==> config.mk <==
export PLATFORM = sky130hd
export DESIGN_NAME = insn_pairer
export DESIGN_NICKNAME = d
export VERILOG_FILES = /design/src/rtl/insn_pair_pkg.sv /design/src/rtl/ip_addr_track.sv /design/src/rtl/ip_lead_hold.sv /design/src/rtl/ip_out_slot.sv /design/src/rtl/insn_pairer.sv
export SDC_FILE = /design/constraint.sdc
export NUM_CORES = 1
export LEC_CHECK = 0
export ABC_AREA = 1
export BUFFER_PORTS_ARGS = -buffer_cell sky130_fd_sc_hd__buf_4
export CELL_PAD_IN_SITES_DETAIL_PLACEMENT = 1
export CELL_PAD_IN_SITES_GLOBAL_PLACEMENT = 1
export CORE_ASPECT_RATIO = 0.8
export CORE_MARGIN = 2
export CORE_UTILIZATION = 30
export CTS_CLUSTER_DIAMETER = 50
export DETAILED_ROUTE_END_ITERATION = 8
export HOLD_SLACK_MARGIN = 0.1
export PLACE_DENSITY_LB_ADDON = 0.1
export SLEW_MARGIN = 20
export SYNTH_ARGS = -nofsm -noshare
export SYNTH_HDL_FRONTEND = slang
export SYNTH_SLANG_ARGS = --single-unit
==> constraint.sdc <==
create_clock -name clk -period 1.68 [get_ports clk]
set_input_delay 0.168 -clock clk [delete_from_list [all_inputs] [get_ports clk]]
set_output_delay 0.168 -clock clk [all_outputs]
set_load 0.01 [all_outputs]
==> src/rtl/insn_pair_pkg.sv <==
package insn_pair_pkg;
  localparam int HALF_W = 16;
  localparam int INSN_W = 2 * HALF_W;
  localparam int PFX_HI = HALF_W - 1;
  localparam int PFX_LO = HALF_W - 5;

  // Leading-half prefixes (bits [15:11]) that open a 32-bit instruction
  localparam logic [4:0] PFX_A = 5'b11101;
  localparam logic [4:0] PFX_B = 5'b11110;
  localparam logic [4:0] PFX_C = 5'b11111;

  function automatic logic is_lead(input logic [HALF_W-1:0] h);
    logic [4:0] p;
    p = h[PFX_HI:PFX_LO];
    return (p == PFX_A) || (p == PFX_B) || (p == PFX_C);
  endfunction

  function automatic logic [INSN_W-1:0] join_halves(input logic [HALF_W-1:0] first,
                                                     input logic [HALF_W-1:0] second);
    return {first, second};
  endfunction

  function automatic logic [INSN_W-1:0] widen_narrow(input logic [HALF_W-1:0] h);
    return {{HALF_W{1'b0}}, h};
  endfunction
endpackage

==> src/rtl/ip_addr_track.sv <==
module ip_addr_track #(
  parameter int ADDR_W = 32,
  parameter logic [ADDR_W-1:0] RESET_ADDR = '0
) (
  input  logic              clk,
  input  logic              rst_n,
  input  logic              restart,
  input  logic [ADDR_W-1:0] restart_addr,
  input  logic              step,
  output logic [ADDR_W-1:0] pc
);
  localparam logic [ADDR_W-1:0] STEP_BYTES = ADDR_W'(2);

  always_ff @(posedge clk or negedge rst_n) begin
    if (!rst_n)       pc <= RESET_ADDR;
    else if (restart) pc <= restart_addr;
    else if (step)    pc <= pc + STEP_BYTES;
  end

  // one halfword consumed moves the fetch address by two bytes
  a_r5_addr_step: assert property (@(posedge clk) disable iff (!rst_n)
    (step && !restart) |=> (pc - $past(pc)) == STEP_BYTES);

  // restart loads the requested address
  a_r7_restart_addr: assert property (@(posedge clk) disable iff (!rst_n)
    restart |=> pc == $past(restart_addr));
endmodule

==> src/rtl/ip_lead_hold.sv <==
module ip_lead_hold #(
  parameter int ADDR_W = 32
) (
  input  logic                             clk,
  input  logic                             rst_n,
  input  logic                             clear,
  input  logic                             take,
  input  logic [insn_pair_pkg::HALF_W-1:0] half,
  input  logic [ADDR_W-1:0]                pc,
  output logic                             pending,
  output logic                             emit,
  output logic [insn_pair_pkg::INSN_W-1:0] emit_insn,
  output logic                             emit_wide,
  output logic [ADDR_W-1:0]                emit_addr
);
  import insn_pair_pkg::*;

  logic [HALF_W-1:0] held_half;
  logic [ADDR_W-1:0] held_addr;
  logic              starts_wide;
  logic              closes_wide;

  assign starts_wide = take && !pending && is_lead(half);
  assign closes_wide = take && pending;

  always_ff @(posedge clk or negedge rst_n) begin
    if (!rst_n) begin
      pending   <= 1'b0;
      held_half <= '0;
      held_addr <= '0;
    end else if (clear) begin
      pending   <= 1'b0;
    end else if (starts_wide) begin
      pending   <= 1'b1;
      held_half <= half;
      held_addr <= pc;
    end else if (closes_wide) begin
      pending   <= 1'b0;
    end
  end

  always_comb begin
    emit      = 1'b0;
    emit_insn = widen_narrow(half);
    emit_wide = 1'b0;
    emit_addr = pc;
    if (closes_wide) begin
      emit      = 1'b1;
      emit_insn = join_halves(held_half, half);
      emit_wide = 1'b1;
      emit_addr = held_addr;
    end else if (take && !starts_wide) begin
      emit      = 1'b1;
    end
  end

  // a leading half never completes on its own
  a_r3_lead_holds: assert property (@(posedge clk) disable iff (!rst_n)
    (take && !pending && is_lead(half)) |-> !emit);

  // with a half pending, the next accepted halfword always closes it
  a_r9_second_joins: assert property (@(posedge clk) disable iff (!rst_n)
    (take && pending && !clear) |=> !pending);

  // the second half arrives two bytes after the held one
  a_r4_pair_adjacent: assert property (@(posedge clk) disable iff (!rst_n)
    closes_wide |-> (pc - held_addr) == ADDR_W'(2));
endmodule

==> src/rtl/ip_out_slot.sv <==
module ip_out_slot #(
  parameter int ADDR_W = 32
) (
  input  logic                             clk,
  input  logic                             rst_n,
  input  logic                             clear,
  input  logic                             load,
  input  logic [insn_pair_pkg::INSN_W-1:0] load_insn,
  input  logic                             load_wide,
  input  logic [ADDR_W-1:0]                load_addr,
  input  logic                             out_ready,
  output logic                             free,
  output logic                             out_valid,
  output logic [insn_pair_pkg::INSN_W-1:0] out_insn,
  output logic                             out_wide,
  output logic [ADDR_W-1:0]                out_addr
);
  import insn_pair_pkg::*;

  assign free = !out_valid || out_ready;

  always_ff @(posedge clk or negedge rst_n) begin
    if (!rst_n) begin
      out_valid <= 1'b0;
      out_insn  <= '0;
      out_wide  <= 1'b0;
      out_addr  <= '0;
    end else if (clear) begin
      out_valid <= 1'b0;
    end else if (load) begin
      out_valid <= 1'b1;
      out_insn  <= load_insn;
      out_wide  <= load_wide;
      out_addr  <= load_addr;
    end else if (out_ready) begin
      out_valid <= 1'b0;
    end
  end

  // a stalled instruction is held unchanged
  a_r8_hold_stable: assert property (@(posedge clk) disable iff (!rst_n)
    (out_valid && !out_ready && !clear) |=>
      (out_valid && $stable(out_insn) && $stable(out_wide) && $stable(out_addr)));

  // nothing is loaded over a stalled instruction
  a_r8_no_overwrite: assert property (@(posedge clk) disable iff (!rst_n)
    load |-> free);

  // valid only rises on a completed instruction
  a_r6_rise_on_load: assert property (@(posedge clk) disable iff (!rst_n)
    $rose(out_valid) |-> $past(load));

  // narrow instructions carry a zero upper half
  a_r2_narrow_upper: assert property (@(posedge clk) disable iff (!rst_n)
    (out_valid && !out_wide) |-> out_insn[INSN_W-1:HALF_W] == '0);

  // wide instructions start with a leading prefix
  a_r4_wide_prefix: assert property (@(posedge clk) disable iff (!rst_n)
    (out_valid && out_wide) |-> is_lead(out_insn[INSN_W-1:HALF_W]));
endmodule

==> src/rtl/insn_pairer.sv <==
module insn_pairer #(
  parameter int ADDR_W = 32,
  parameter logic [ADDR_W-1:0] RESET_ADDR = '0
) (
  input  logic              clk,
  input  logic              rst_n,
  input  logic              flush,
  input  logic [ADDR_W-1:0] flush_addr,
  input  logic              in_valid,
  output logic              in_ready,
  input  logic [15:0]       in_half,
  output logic              out_valid,
  input  logic              out_ready,
  output logic [31:0]       out_insn,
  output logic              out_wide,
  output logic [ADDR_W-1:0] out_addr
);
  import insn_pair_pkg::*;

  logic              slot_free;
  logic              in_fire;
  logic [ADDR_W-1:0] pc;
  logic              pending;
  logic              emit;
  logic [INSN_W-1:0] emit_insn;
  logic              emit_wide;
  logic [ADDR_W-1:0] emit_addr;

  assign in_ready = !flush && slot_free;
  assign in_fire  = in_valid && in_ready;

  ip_addr_track #(.ADDR_W(ADDR_W), .RESET_ADDR(RESET_ADDR)) u_addr (
    .clk(clk), .rst_n(rst_n), .restart(flush), .restart_addr(flush_addr),
    .step(in_fire), .pc(pc)
  );

  ip_lead_hold #(.ADDR_W(ADDR_W)) u_hold (
    .clk(clk), .rst_n(rst_n), .clear(flush), .take(in_fire), .half(in_half),
    .pc(pc), .pending(pending), .emit(emit), .emit_insn(emit_insn),
    .emit_wide(emit_wide), .emit_addr(emit_addr)
  );

  ip_out_slot #(.ADDR_W(ADDR_W)) u_slot (
    .clk(clk), .rst_n(rst_n), .clear(flush), .load(emit),
    .load_insn(emit_insn), .load_wide(emit_wide), .load_addr(emit_addr),
    .out_ready(out_ready), .free(slot_free), .out_valid(out_valid),
    .out_insn(out_insn), .out_wide(out_wide), .out_addr(out_addr)
  );

  // flush leaves no partial or pending instruction behind
  a_r7_flush_clears: assert property (@(posedge clk) disable iff (!rst_n)
    flush |=> (!out_valid && !pending));

  // input is refused during flush
  a_r7_flush_blocks: assert property (@(posedge clk) disable iff (!rst_n)
    flush |-> !in_ready);

  // a stall with a half held produces nothing
  a_r6_stall_quiet: assert property (@(posedge clk) disable iff (!rst_n)
    (pending && !in_valid && !out_valid) |=> !out_valid);
endmodule

Word-level counts from Yosys, hierarchy flattened:

Cells that the tools add are included.

* flip-flop bits (word level): 147
* input bits: 53
* output and inout port bits: 67
* logic and storage cells: 44

* $add $sub $neg: 1
* equality and inequality tests: 3
* mux-type cells: 13
* bitwise gates (word level): 1
* reduce and logical (&&, ||, !) cells: 18

Operators by type and width (count)
* 2-to-1 mux 32 bit: 4
* adder 32 x 2 -> 32 bit, second input constant: 1
* equality test 5 bit, second input constant: 3
* 2-to-1 mux 1 bit: 9
* logical AND 1 bit: 6
* nonzero test 3 bit: 2
* zero test 1 bit: 4
* AND reduction 2 bit: 2
* logical OR 1 bit: 3
* nonzero test 2 bit: 1
* NOT 1 bit: 1

Depth between registers and ports, before layout:

* depth after elaboration: 12
* depth in mapped cells: 10

Modules after synthesis:

A second synthesis with hierarchy kept.

* cells, all modules: 994
* area total of the unflattened synthesis: 7576.0 µm²

Modules (own cells, without submodules)
* ip_lead_hold: times used 1, cells an instance 374, area each 2711.4 µm², sequential area each 1226.2 µm²
* ip_out_slot: times used 1, cells an instance 288, area each 2610.0 µm², sequential area each 1651.6 µm²
* ip_addr_track: times used 1, cells an instance 327, area each 2230.9 µm², sequential area each 800.8 µm²
* insn_pairer: times used 1, cells an instance 5, area each 23.8 µm², sequential area each 0.0 µm²

Worst setup path after synthesis:

Ideal clock, no wire load.

* path type: register to register
* start: reg u_addr.pc[2]
* end: reg u_addr.pc[21]
* library setup time: 119 ps
* data arrival time: 1345 ps
* data required time: 1561 ps
* slack: 216 ps
* cell stages (with the launch flop): 9
* clock period less this slack: 1464 ps
* cells stage by stage: dfrtp_1 -> ha_1 -> nand2_1 -> nor2_1 -> nand2_1 -> nor2_1 -> nand3_1 -> nand3_1 -> nand2_1

* word-level cells in the longest chain between the ends: 3

RTL lines
* start: declaration: RTL line ip_addr_track.sv:10 `output logic [ADDR_W-1:0] pc`
* start signal: assignment: RTL line ip_addr_track.sv:16 `else if (restart) pc <= restart_addr;`
* start signal: assignment: RTL line ip_addr_track.sv:17 `else if (step) pc <= pc + STEP_BYTES;`
* adder 32 x 2 -> 32 bit: RTL line ip_addr_track.sv:17
* 2-to-1 mux 32 bit: RTL line ip_addr_track.sv:17
* 2-to-1 mux 32 bit: RTL line ip_addr_track.sv:16

No other way between the ends. The select of a mux whose other input is x is not followed.
A chain may end at the register's enable or synchronous reset.

Worst setup path in the final report:

* start: reg u_slot.out_valid
* end: reg u_slot.out_insn[11] (netlist bit)

* word-level cells in the longest chain between the ends: 11
* elaborated cells on any way between the ends: 12
* those cells by class: 2 x mux; 10 x reduce/logical

RTL lines
* start: declaration: RTL line ip_out_slot.sv:13 `output logic out_valid,`
* start signal: assignment: RTL line ip_out_slot.sv:24 `out_valid <= 1'b0;`
* start signal: assignment: RTL line ip_out_slot.sv:29 `out_valid <= 1'b0;`
* start signal: assignment: RTL line ip_out_slot.sv:31 `out_valid <= 1'b1;`
* zero test 1 bit *: RTL line ip_out_slot.sv:20 `assign free = !out_valid || out_ready;`
* logical OR 1 bit *: RTL line ip_out_slot.sv:20
* logical AND 1 bit *: RTL line insn_pairer.sv:29 `assign in_ready = !flush && slot_free;`
* logical AND 1 bit *: RTL line insn_pairer.sv:30 `assign in_fire = in_valid && in_ready;`
* logical AND 1 bit (2 in series): RTL line ip_lead_hold.sv:23 `assign starts_wide = take && !pending && is_lead(half);`
* zero test 1 bit: RTL line ip_lead_hold.sv:52 `end else if (take && !starts_wide) begin`
* logical AND 1 bit: RTL line ip_lead_hold.sv:52
* 2-to-1 mux 1 bit: RTL line ip_lead_hold.sv:52
* 2-to-1 mux 1 bit *: RTL line ip_lead_hold.sv:47 `if (closes_wide) begin`
* AND reduction 2 bit (no source line) *
* end signal: assignment: RTL line ip_out_slot.sv:32 `out_insn <= load_insn;`
* end: declaration: RTL line ip_out_slot.sv:14 `output logic [insn_pair_pkg::INSN_W-1:0] out_insn,`

Mark *: on every way between the ends. The rest lies on a longest branch, timed or not.

==> results.md <==
- Dominant synthesized flop cell: dfrtp_1
- Crit. path cell count: 10
- CP max stage cell: dfrtp_1
- Syn Nets: ~900
- Root Buffer: clkbuf_16
- Initial Util: between 30% and 40%
- Nets: ~1100
- CTS HTree Levels: 4
- Area contributors post-synth: dfrtp_1, nand2_1, nand3_1
- Vias in the first global route: roughly 6600
- Port bufs: roughly 120
- Crit-path max cell delay: 0.38 ns
- Sequential cell area: between 3000 and 4000 µm²
- Core ar.: approximately 23000 µm²
- Routed len/inst: 15.6 µm
- DRT iter0 DRCs: 284
- CP max FO: 59
- GRT Total Usage: a little under a fifth
- # Max-Cap Violations: 0
- Overall power: about 11 mW
- Post-synthesis sequential element count: between 100 and 150
- CP top delay family: simple AND/OR/NAND/NOR gates
- Leakage: approximately 5 nW
- Vias/cell: about 4.5
- Hold path depth: 4
- Syn_area_per_cell: around 8.0 µm²
- Share of the clock period used by the worst path: around 93%
- Drt pass-1 iters: 4
- DRC viols: 0
- Share of layout cells above drive strength 1: 23.3%
- Clock Skew: around 0.0095 ns
- Power Density: roughly 1100 nW/µm²
- Rows: 49
- R2R depth: 10
- Clock Tree Buf Depth: 2
- Commonest cells post-synth: nand2_1, dfrtp_1, nand3_1
- Clock Latency Late Sink: about 0.43 ns
- Antenna-violating nets left: 0
- CP required: 1.98 ns
- Area grow syn2layout: 38.5%
- Setup CP Type: flip-flop to flip-flop
- Die X: between 150 and 200 µm
- Post-Layout Inst Area: 9600 µm²
- Unrepaired setup endpoints after global routing: false
- Worst-Margin Slew: 0.695 ns
- Worst EP arrival: 1.87 ns
- CTS Buf Count: 17
- IR Drop Worst-Case VDD: roughly 0.70 mV
- Mapped cell area: 6930 µm²
- First-pass GRT wire length: around 35 mm
- Buf/Inv on CP: 4
- Largest net degree at the start of global routing: 60
- Fillers: 2765
- Synth area leader: dfrtp_1
- Area of the multi-input gates: 2820 µm²
- CTS sink count: between 100 and 150
- Critical path, cell by cell: inv_1 -> nor2_2 -> buf_4 -> nor2_4 -> nand2_4 -> nor2_8 -> inv_2 -> buf_12 -> nand2_1 -> o21ai_0
- CP Capture Type: flip-flop
- Fmax: ~640 MHz
- Met2 wire len: roughly 9.9 mm
- Fin Setup TNS: 0 ns
- Diode count: 0
- Setup violators final: 0
- Crit path time final: 1.56 ns
- Synth Instances: around 870
- Worst slew margin: between 50% and 60%
- Startpoint Class: flip-flop
- Initial antenna violation count: 0
- Status: completed
- Placer Congestion: between 0.8 and 0.9
- Top cell type's share of synthesized area: 53.0%
- I/O pins: between 100 and 150
- WL met1: approximately 11 mm
- HPWL after DPL: roughly 15 mm
- Fin. Hold Viols: 0
- Asr flop ratio synth: 100%
- Hold Path Class: input pin to flip-flop
- Clock Pin Slew Worst Setup and Hold Paths: roughly 0.06 ns
- CTS tree: yes
- Post-synth EDFFs: 0
- Vias: between 6000 and 7000
- Post-placement cell area: 8420 µm²
- Length of routed met3 wiring: roughly 770 µm
- Yosys warning total: 0
- Highest Signal Layer: met4
- Die Area: between 20000 and 25000 µm²
- Sequential element share of the synthesized area: between 50% and 60%
- Die Ht: approximately 140 µm
- Number of distinct library cells after synthesis: 30
- Layout Utilization: 42.6%
- Slew Viols, Final: 0
- Final WL: roughly 21 mm
- Total grt overflow: 0
- Count leader, synth: nand2_1
[final cells by class]
| class | instances | area share (%) |
|---|---|---|
| clock buffer | 18 | 4.47 |
| clock inverter | 14 | 2.33 |
| inverter | 62 | 2.42 |
| multi-input combinational | 620 | 29.3 |
| sequential | 147 | 38.3 |
| tap | 306 | 3.99 |
| timing repair buffer | 213 | 19.1 |
[layer usage]
metal,track usage [%],vias up
li1,-,3123
met1,25.6,3024
met2,29.3,101
met3,3.72,7
met4,4.16,0
met5,0,-
[placed cells by master, fill, tap and decap left out]
cell type,instances
a21boi_0,3
a21oi_1,16
a21oi_4,1
a22oi_1,1
and2_1,1
buf_12,9
buf_4,155
buf_6,1
bufinv_16,5
clkbuf_1,1
clkbuf_16,17
clkinv_4,1
clkinvlp_4,4
dfrtp_1,147
dlygate4sd3_1,48
ha_1,1
inv_1,59
inv_2,3
inv_6,4
nand2_1,315
nand2_2,5
nand2_4,2
nand3_1,90
nand4_1,1
nand4_2,1
nor2_1,55
nor2_2,4
nor2_4,3
nor2_8,1
nor3_4,1
o211ai_1,5
o21ai_0,53
o21ai_1,23
o22ai_1,1
or2_2,33
xor2_1,4
[what timing repair did]
action	4_1_cts	5_1_grt
pin swaps	0	1
setup endpoints to repair	19	33
setup buffers	0	2
hold buffers	48	0
hold endpoints to repair	204	0
resized for setup	5	6
[logic make-up after synthesis]
kind of cell,synth area share (%)
AO/OA/AOI/OAI,7.94
XOR/XNOR,0.505
adder cells (fa/ha/maj),0.180
buffers and inverters,6.82
flip-flops,53.0
AND/OR/NAND/NOR,31.5
[registers in the layout (all words and copies together), names as in the netlist]
| register | cells |
|---|---|
| u_slot.out_insn | 32 |
| u_hold.held_half | 16 |
| u_slot.out_valid | 1 |
| u_slot.out_wide | 1 |
| u_slot.out_addr | 32 |
| u_hold.pending | 1 |
| u_hold.held_addr | 32 |
| u_addr.pc | 32 |
[tightest hold or removal path: stages]
cell	delay, ns
buf_4	0.08
nand2_1	0.07
a21boi_0	0.12
o21ai_0	0.06
[through the flow]
| stage | cells | setup WS [ns] | hold WS [ns] |
|---|---|---|---|
| floorplan | 867 | 0.216 | -0.128 |
| global placement | 1298 | -0.0913 | 0.140 |
| detailed placement | 1298 | -0.198 | 0.132 |
| CTS | 1378 | 0.0560 | 0.114 |
| global route | 1380 | 0.00833 | 0.123 |
| finish | 1380 | 0.116 | 0.120 |
[report_power, final]
group | leakage (nW) | internal, mW | total (mW) | switching, mW
registers | 1.85 | 4.12 | 4.48 | 0.361
clock network | 0.304 | 2.66 | 4.28 | 1.62
logic | 2.70 | 0.899 | 1.94 | 1.04
total | 4.86 | 7.68 | 10.7 | 3.02
[worst paths after layout]
check / start / to / slack, ns
worst max-delay path: u_slot.out_valid$_DFFE_PN0P_ / u_slot.out_insn[11]$_DFFE_PN0P_ / 0.12
worst min-delay path: flush_addr[9] / u_addr.pc[9]$_DFFE_PN0N_ / 0.12
worst max register to register: u_slot.out_valid$_DFFE_PN0P_ / u_slot.out_insn[11]$_DFFE_PN0P_ / 0.12
worst min register to register: u_hold.held_half[13]$_DFFE_PN0P_ / u_hold.held_half[13]$_DFFE_PN0P_ / 0.45
max in group asynchronous: rst_n / u_hold.held_addr[27]$_DFFE_PN0P_ / 0.87
min in group asynchronous: rst_n / u_slot.out_insn[25]$_DFFE_PN0P_ / 0.22
Note: power is estimated with default switching activity, not from simulation.
